## src/rtl/bp_pkg.sv

```systemverilog
// Shared types for the two-level branch predictor.
// Assumes two-bit counters; the code order is significant (upper half = taken).
package bp_pkg;
    typedef enum logic [1:0] {
        CTR_SNT = 2'd0,
        CTR_WNT = 2'd1,
        CTR_WT  = 2'd2,
        CTR_ST  = 2'd3
    } ctr_t;
endpackage

```

## src/rtl/bp_sat_step.sv

```systemverilog
// Next-state logic of one two-bit saturating counter.
// Assumes one step per update; holds at both ends of the range.
module bp_sat_step
    import bp_pkg::*;
(
    input  ctr_t cur,
    input  logic taken,
    output ctr_t nxt
);
    // Step toward the observed outcome, saturating at the extremes.
    always_comb begin
        nxt = cur;
        unique case (cur)
            CTR_SNT: nxt = taken ? CTR_WNT : CTR_SNT;
            CTR_WNT: nxt = taken ? CTR_WT  : CTR_SNT;
            CTR_WT:  nxt = taken ? CTR_ST  : CTR_WNT;
            CTR_ST:  nxt = taken ? CTR_ST  : CTR_WT;
            default: nxt = CTR_SNT;
        endcase
    end
endmodule

```

## src/rtl/bp_hist_reg.sv

```systemverilog
// Global outcome history: newest outcome enters at bit 0.
// Assumes at most one resolved branch per cycle.
module bp_hist_reg #(
    parameter int HW = 4
) (
    input  logic          clk,
    input  logic          rst_n,
    input  logic          shift_en,
    input  logic          bit_in,
    output logic [HW-1:0] hist
);
    // Shift in the resolved outcome; clear to all not-taken on reset.
    always_ff @(posedge clk) begin
        if (!rst_n)
            hist <= '0;
        else if (shift_en)
            hist <= {hist[HW-2:0], bit_in};
    end
endmodule

```

## src/rtl/bp_pattern_table.sv

```systemverilog
// Table of 2^IW saturating counters with one prediction read port,
// one update read port and one write port.
// Assumes reads see the value stored before this cycle's write.
module bp_pattern_table
    import bp_pkg::*;
#(
    parameter int IW = 4,
    localparam int DEPTH = 1 << IW
) (
    input  logic             clk,
    input  logic             rst_n,
    input  logic [IW-1:0]    rd_idx,
    output ctr_t             rd_ctr,
    input  logic [IW-1:0]    up_idx,
    output ctr_t             up_ctr,
    input  logic             wr_en,
    input  ctr_t             wr_val,
    output logic [2*DEPTH-1:0] flat
);
    ctr_t ctr_q [DEPTH];

    for (genvar g = 0; g < DEPTH; g++) begin : g_entry
        // Hold one counter; load it only when the write targets this entry.
        always_ff @(posedge clk) begin
            if (!rst_n)
                ctr_q[g] <= CTR_SNT;
            else if (wr_en && (up_idx == IW'(g)))
                ctr_q[g] <= wr_val;
        end
        assign flat[2*g +: 2] = ctr_q[g];
    end

    assign rd_ctr = ctr_q[rd_idx];
    assign up_ctr = ctr_q[up_idx];
endmodule

```

## src/rtl/bp_two_level.sv

```systemverilog
// Two-level adaptive branch direction predictor (global history).
// Prediction is registered one cycle after the request; updates apply at
// the edge that samples them and are visible to later requests only.
module bp_two_level
    import bp_pkg::*;
#(
    parameter int HIST_BITS = 4
) (
    input  logic                 clk,
    input  logic                 rst_n,
    input  logic                 pred_req,
    output logic                 pred_vld,
    output logic                 pred_taken,
    output logic [HIST_BITS-1:0] pred_idx,
    input  logic                 upd_vld,
    input  logic                 upd_taken,
    input  logic [HIST_BITS-1:0] upd_idx
);
    localparam int DEPTH = 1 << HIST_BITS;

    logic [HIST_BITS-1:0] ghr_q;
    ctr_t                 rd_ctr;
    ctr_t                 up_ctr;
    ctr_t                 up_nxt;
    logic [2*DEPTH-1:0]   tbl_flat;

    bp_hist_reg #(.HW(HIST_BITS)) u_hist (
        .clk      (clk),
        .rst_n    (rst_n),
        .shift_en (upd_vld),
        .bit_in   (upd_taken),
        .hist     (ghr_q)
    );

    bp_pattern_table #(.IW(HIST_BITS)) u_tbl (
        .clk    (clk),
        .rst_n  (rst_n),
        .rd_idx (ghr_q),
        .rd_ctr (rd_ctr),
        .up_idx (upd_idx),
        .up_ctr (up_ctr),
        .wr_en  (upd_vld),
        .wr_val (up_nxt),
        .flat   (tbl_flat)
    );

    bp_sat_step u_step (
        .cur   (up_ctr),
        .taken (upd_taken),
        .nxt   (up_nxt)
    );

    // Register the prediction and the history that selected it.
    always_ff @(posedge clk) begin
        if (!rst_n) begin
            pred_vld   <= 1'b0;
            pred_taken <= 1'b0;
            pred_idx   <= '0;
        end else begin
            pred_vld <= pred_req;
            if (pred_req) begin
                pred_taken <= (rd_ctr == CTR_WT) || (rd_ctr == CTR_ST);
                pred_idx   <= ghr_q;
            end
        end
    end
endmodule

```

## config.mk

```make
export PLATFORM = sky130hd
export DESIGN_NAME = bp_two_level
export DESIGN_NICKNAME = d
export VERILOG_FILES = /design/src/rtl/bp_pkg.sv /design/src/rtl/bp_sat_step.sv /design/src/rtl/bp_hist_reg.sv /design/src/rtl/bp_pattern_table.sv /design/src/rtl/bp_two_level.sv
export SDC_FILE = /design/constraint.sdc
export NUM_CORES = 1
export LEC_CHECK = 0
export BUFFER_PORTS_ARGS = -buffer_cell sky130_fd_sc_hd__buf_2
export CAP_MARGIN = 20
export CELL_PAD_IN_SITES_DETAIL_PLACEMENT = 1
export CELL_PAD_IN_SITES_GLOBAL_PLACEMENT = 2
export CORE_MARGIN = 1
export CORE_UTILIZATION = 31
export CTS_BUF_LIST = sky130_fd_sc_hd__clkbuf_4 sky130_fd_sc_hd__clkbuf_8
export DETAILED_ROUTE_END_ITERATION = 10
export PLACE_DENSITY_LB_ADDON = 0.1
export SLEW_MARGIN = 10
export SYNTH_ARGS = -nofsm -noshare
export SYNTH_HDL_FRONTEND = slang
export SYNTH_SLANG_ARGS = --single-unit
```

## constraint.sdc

```tcl
create_clock -name clk -period 6.05 [get_ports clk]
set_input_delay 0.9075 -clock clk [delete_from_list [all_inputs] [get_ports clk]]
set_output_delay 0.9075 -clock clk [all_outputs]
set_load 0.03 [all_outputs]
```

==> metrics.cfg <==
[detailed_routing]
drt-total-wl_um=5600
ant_nets=0
vias=1507
initialDrtViolationCount=97
drc_errors=0
via_per_inst=5.13
drt_first_pass_iters=5
wl_per_cell_um=19.0

[timing]
rsz0062_at_grt=false
tightest_slew_ps=807
setup_violations=0
clock.fmax_ghz=0.368
hold_viol=0
skew_ps=3.38
final.period_utilization_pct=44.9
setup_tns_ps=0
period_minus_slack_ps=2720
slew_headroom_pct=46.1
holdWs_ps=481
maxSlewViolCount=0

[worst_setup_path]
path_cells=buf_2 > mux4_2 > a22oi_1 > and3_1 > maj3_2 > nor2_1
path_buf_inv=1
r2r-end=u_tbl.ctr_q[7][0]$_SDFFCE_PN0P_
cp-start-kind=input port
crit_start=upd_idx[0]
timing.critical_path.to=u_tbl.ctr_q[7][0]$_SDFFCE_PN0P_
timing_worst_setup_path_type=input port to flip-flop
worst_ep_required_time_ps=6090
rr_startpoint=u_tbl.ctr_q[2][1]$_SDFFCE_PN0P_
crit_family=multiplexers
cp.depth=6
critPathSlowestCell=mux4_2
timing.reg2reg.setup_slack_ps=3970
cp_slowest_stage_delay_ps=550
critPathArrivalTime_ps=2760
reg2regPathDepth=5
path_max_fanout=16
end_kind=flip-flop

[floorplan]
io_pins=15
die_w_um=86.6
die-area_um2=7510
start_util_pct=32.3
die_h_um=86.6
rows=30
core_um2=6870

[placement]
routabilityCongestion=0.755
place_hpwl_um=4020
dp_cells=286
port_buffers=14

[synth]
synth_seq_cells=46
syn_inst=188
ys_seq_area_share_pct=55.9
synthesis.area_um2=2220
yosysWarnings=0
yosysUniqueCellTypes=26
syn_nets=197
synth.avg_cell_area_um2=11.8

[global_route]
grt_pass1_vias=1561
grt_pass1_wl_um=9000
grt_max_degree=32
grt_antenna_before_repair=0
grt_usage_pct=16.8
grt_overflow=0

[clocking]
cts_tree=built
clock_latency_ps=300
cts-htree-levels=2
numCtsBuffers=5
ctsResizeCount=0
clock_path_buffers=2
clkTransAtPathRegs_ps=90
post_cts_buffers=0
cts_sinks=46
cts_root_buf=clkbuf_8
hold_buffers=0

[finish]
fin_nets=206
layoutNonFillerInstCount=294
antenna_cells=0
fin_util_pct=35.7
fillers=755
area_growth_pct=10.5
drive_gt1_share_pct=20.2

[pwr]
vdd_drop_max_uv=69.1
pwr_density_cell_nw_per_um2=268
total_leakage_power_nw=0.869

[worst_hold_path]
hold_class=flip-flop to flip-flop

[flow_run]
cap_violations=0

[outcome]
status=completed

registers in the layout, summed over array words and instances (netlist names), named ones only:
register	count
pred_idx	4
pred_taken	1
pred_vld	1
u_hist.hist	4
u_tbl.ctr_q	32
cells in the mapped netlist:
cell type | instances | share of area (%)
nor2b_1 | 10 | 2.8
o21ai_0 | 16 | 3.6
nand2b_1 | 2 | 0.56
nor3_1 | 2 | 0.45
nand4_1 | 1 | 0.28
nand2_1 | 23 | 3.9
nand3_1 | 4 | 0.90
or2_2 | 2 | 0.56
and4_1 | 1 | 0.39
a22oi_1 | 1 | 0.34
clkbuf_1 | 7 | 1.2
inv_1 | 1 | 0.17
edfxtp_1 | 32 | 43
maj3_2 | 2 | 1.0
and3b_1 | 1 | 0.39
dfxtp_1 | 14 | 13
mux4_2 | 13 | 13
and3_1 | 3 | 0.85
buf_6 | 3 | 1.5
or3b_2 | 1 | 0.39
mux2i_1 | 8 | 3.6
nor2_1 | 32 | 5.4
nor3b_1 | 1 | 0.34
buf_2 | 2 | 0.45
and2_1 | 4 | 1.1
nand3b_1 | 2 | 0.68
cells by family after synthesis:
group	Yosys count	synth area share [%]
compound gates	17	3.94
simple gates	89	19.0
mux	21	16.8
buf+inv	13	3.32
flops	46	55.9
fa+ha+maj	2	1.01
routing by layer:
layer	global-route usage, %	up-vias	routed length, um
li1	-	695	-
met1	22.4	767	2620
met2	27.8	37	2730
met3	3.43	8	171
met4	4.70	0	82
met5	0	-	0
worst register-to-register path: stages (launching register included):
cell and delay [ps]:
edfxtp_1 410, mux4_2 470, a22oi_1 200, and3_1 210, maj3_2 430, nor2_1 110
report_power, final:
| group | switching, mW | total, mW | leakage (nW) | internal (mW) |
|---|---|---|---|---|
| clock | 0.105 | 0.234 | 0.0591 | 0.128 |
| combinational | 0.0446 | 0.0704 | 0.365 | 0.0257 |
| sequential | 0.00681 | 0.354 | 0.445 | 0.348 |
| total | 0.157 | 0.658 | 0.869 | 0.502 |
stage by stage:
stage / total power, mW / area (um2) / setup WS, ps
final: 0.658 / 2450 / 3330
after global routing: 0.687 / 2450 / 3180
after CTS: 0.666 / 2450 / 3320
after detailed placement: 0.433 / 2340 / 3000
after global placement: 0.431 / 2340 / 3070
after floorplan: 0.413 / 2220 / 3430
worst min-delay path by stage:
stage,from,end,slack [ps],cells past startpoint
final,pred_taken$_SDFFE_PN0P_,pred_taken$_SDFFE_PN0P_,480,2
after global routing,pred_taken$_SDFFE_PN0P_,pred_taken$_SDFFE_PN0P_,510,2
after CTS,pred_taken$_SDFFE_PN0P_,pred_taken$_SDFFE_PN0P_,490,2
after detailed placement,pred_taken$_SDFFE_PN0P_,pred_taken$_SDFFE_PN0P_,470,2
after global placement,pred_taken$_SDFFE_PN0P_,pred_taken$_SDFFE_PN0P_,460,2
after floorplan,u_hist.hist[3]$_SDFFE_PN0P_,pred_idx[3]$_SDFFE_PN0P_,490,2
area by class of cell:
class / count / area (um2) / area share (%)
well taps: 96 / 120 / 4.90
clock inverters: 2 / 36.3 / 1.48
clock buffers: 6 / 76.3 / 3.11
multi-input cells: 129 / 906 / 36.9
inverters: 1 / 3.75 / 0.153
flip-flops and latches: 46 / 1240 / 50.6
repair buffers: 14 / 70.1 / 2.86
layout by cell type, fill, tap and decap left out, drive strengths merged:
cell type,netlist,layout
nor2,32,32
edfxtp,32,32
nand2,23,23
o21ai,16,16
dfxtp,14,14
buf,5,14
mux4,13,13
nor2b,10,10
mux2i,8,8
clkbuf,7,6
nand3,4,4
and2,4,4
and3,3,3
nand2b,2,2
nand3b,2,2
or2,2,2
maj3,2,2
nor3,2,2
inv,1,2
or3b,1,1
a22oi,1,1
nand4,1,1
nor3b,1,1
and3b,1,1
and4,1,1
bufinv,0,1
(Power assumes the default switching activity.)
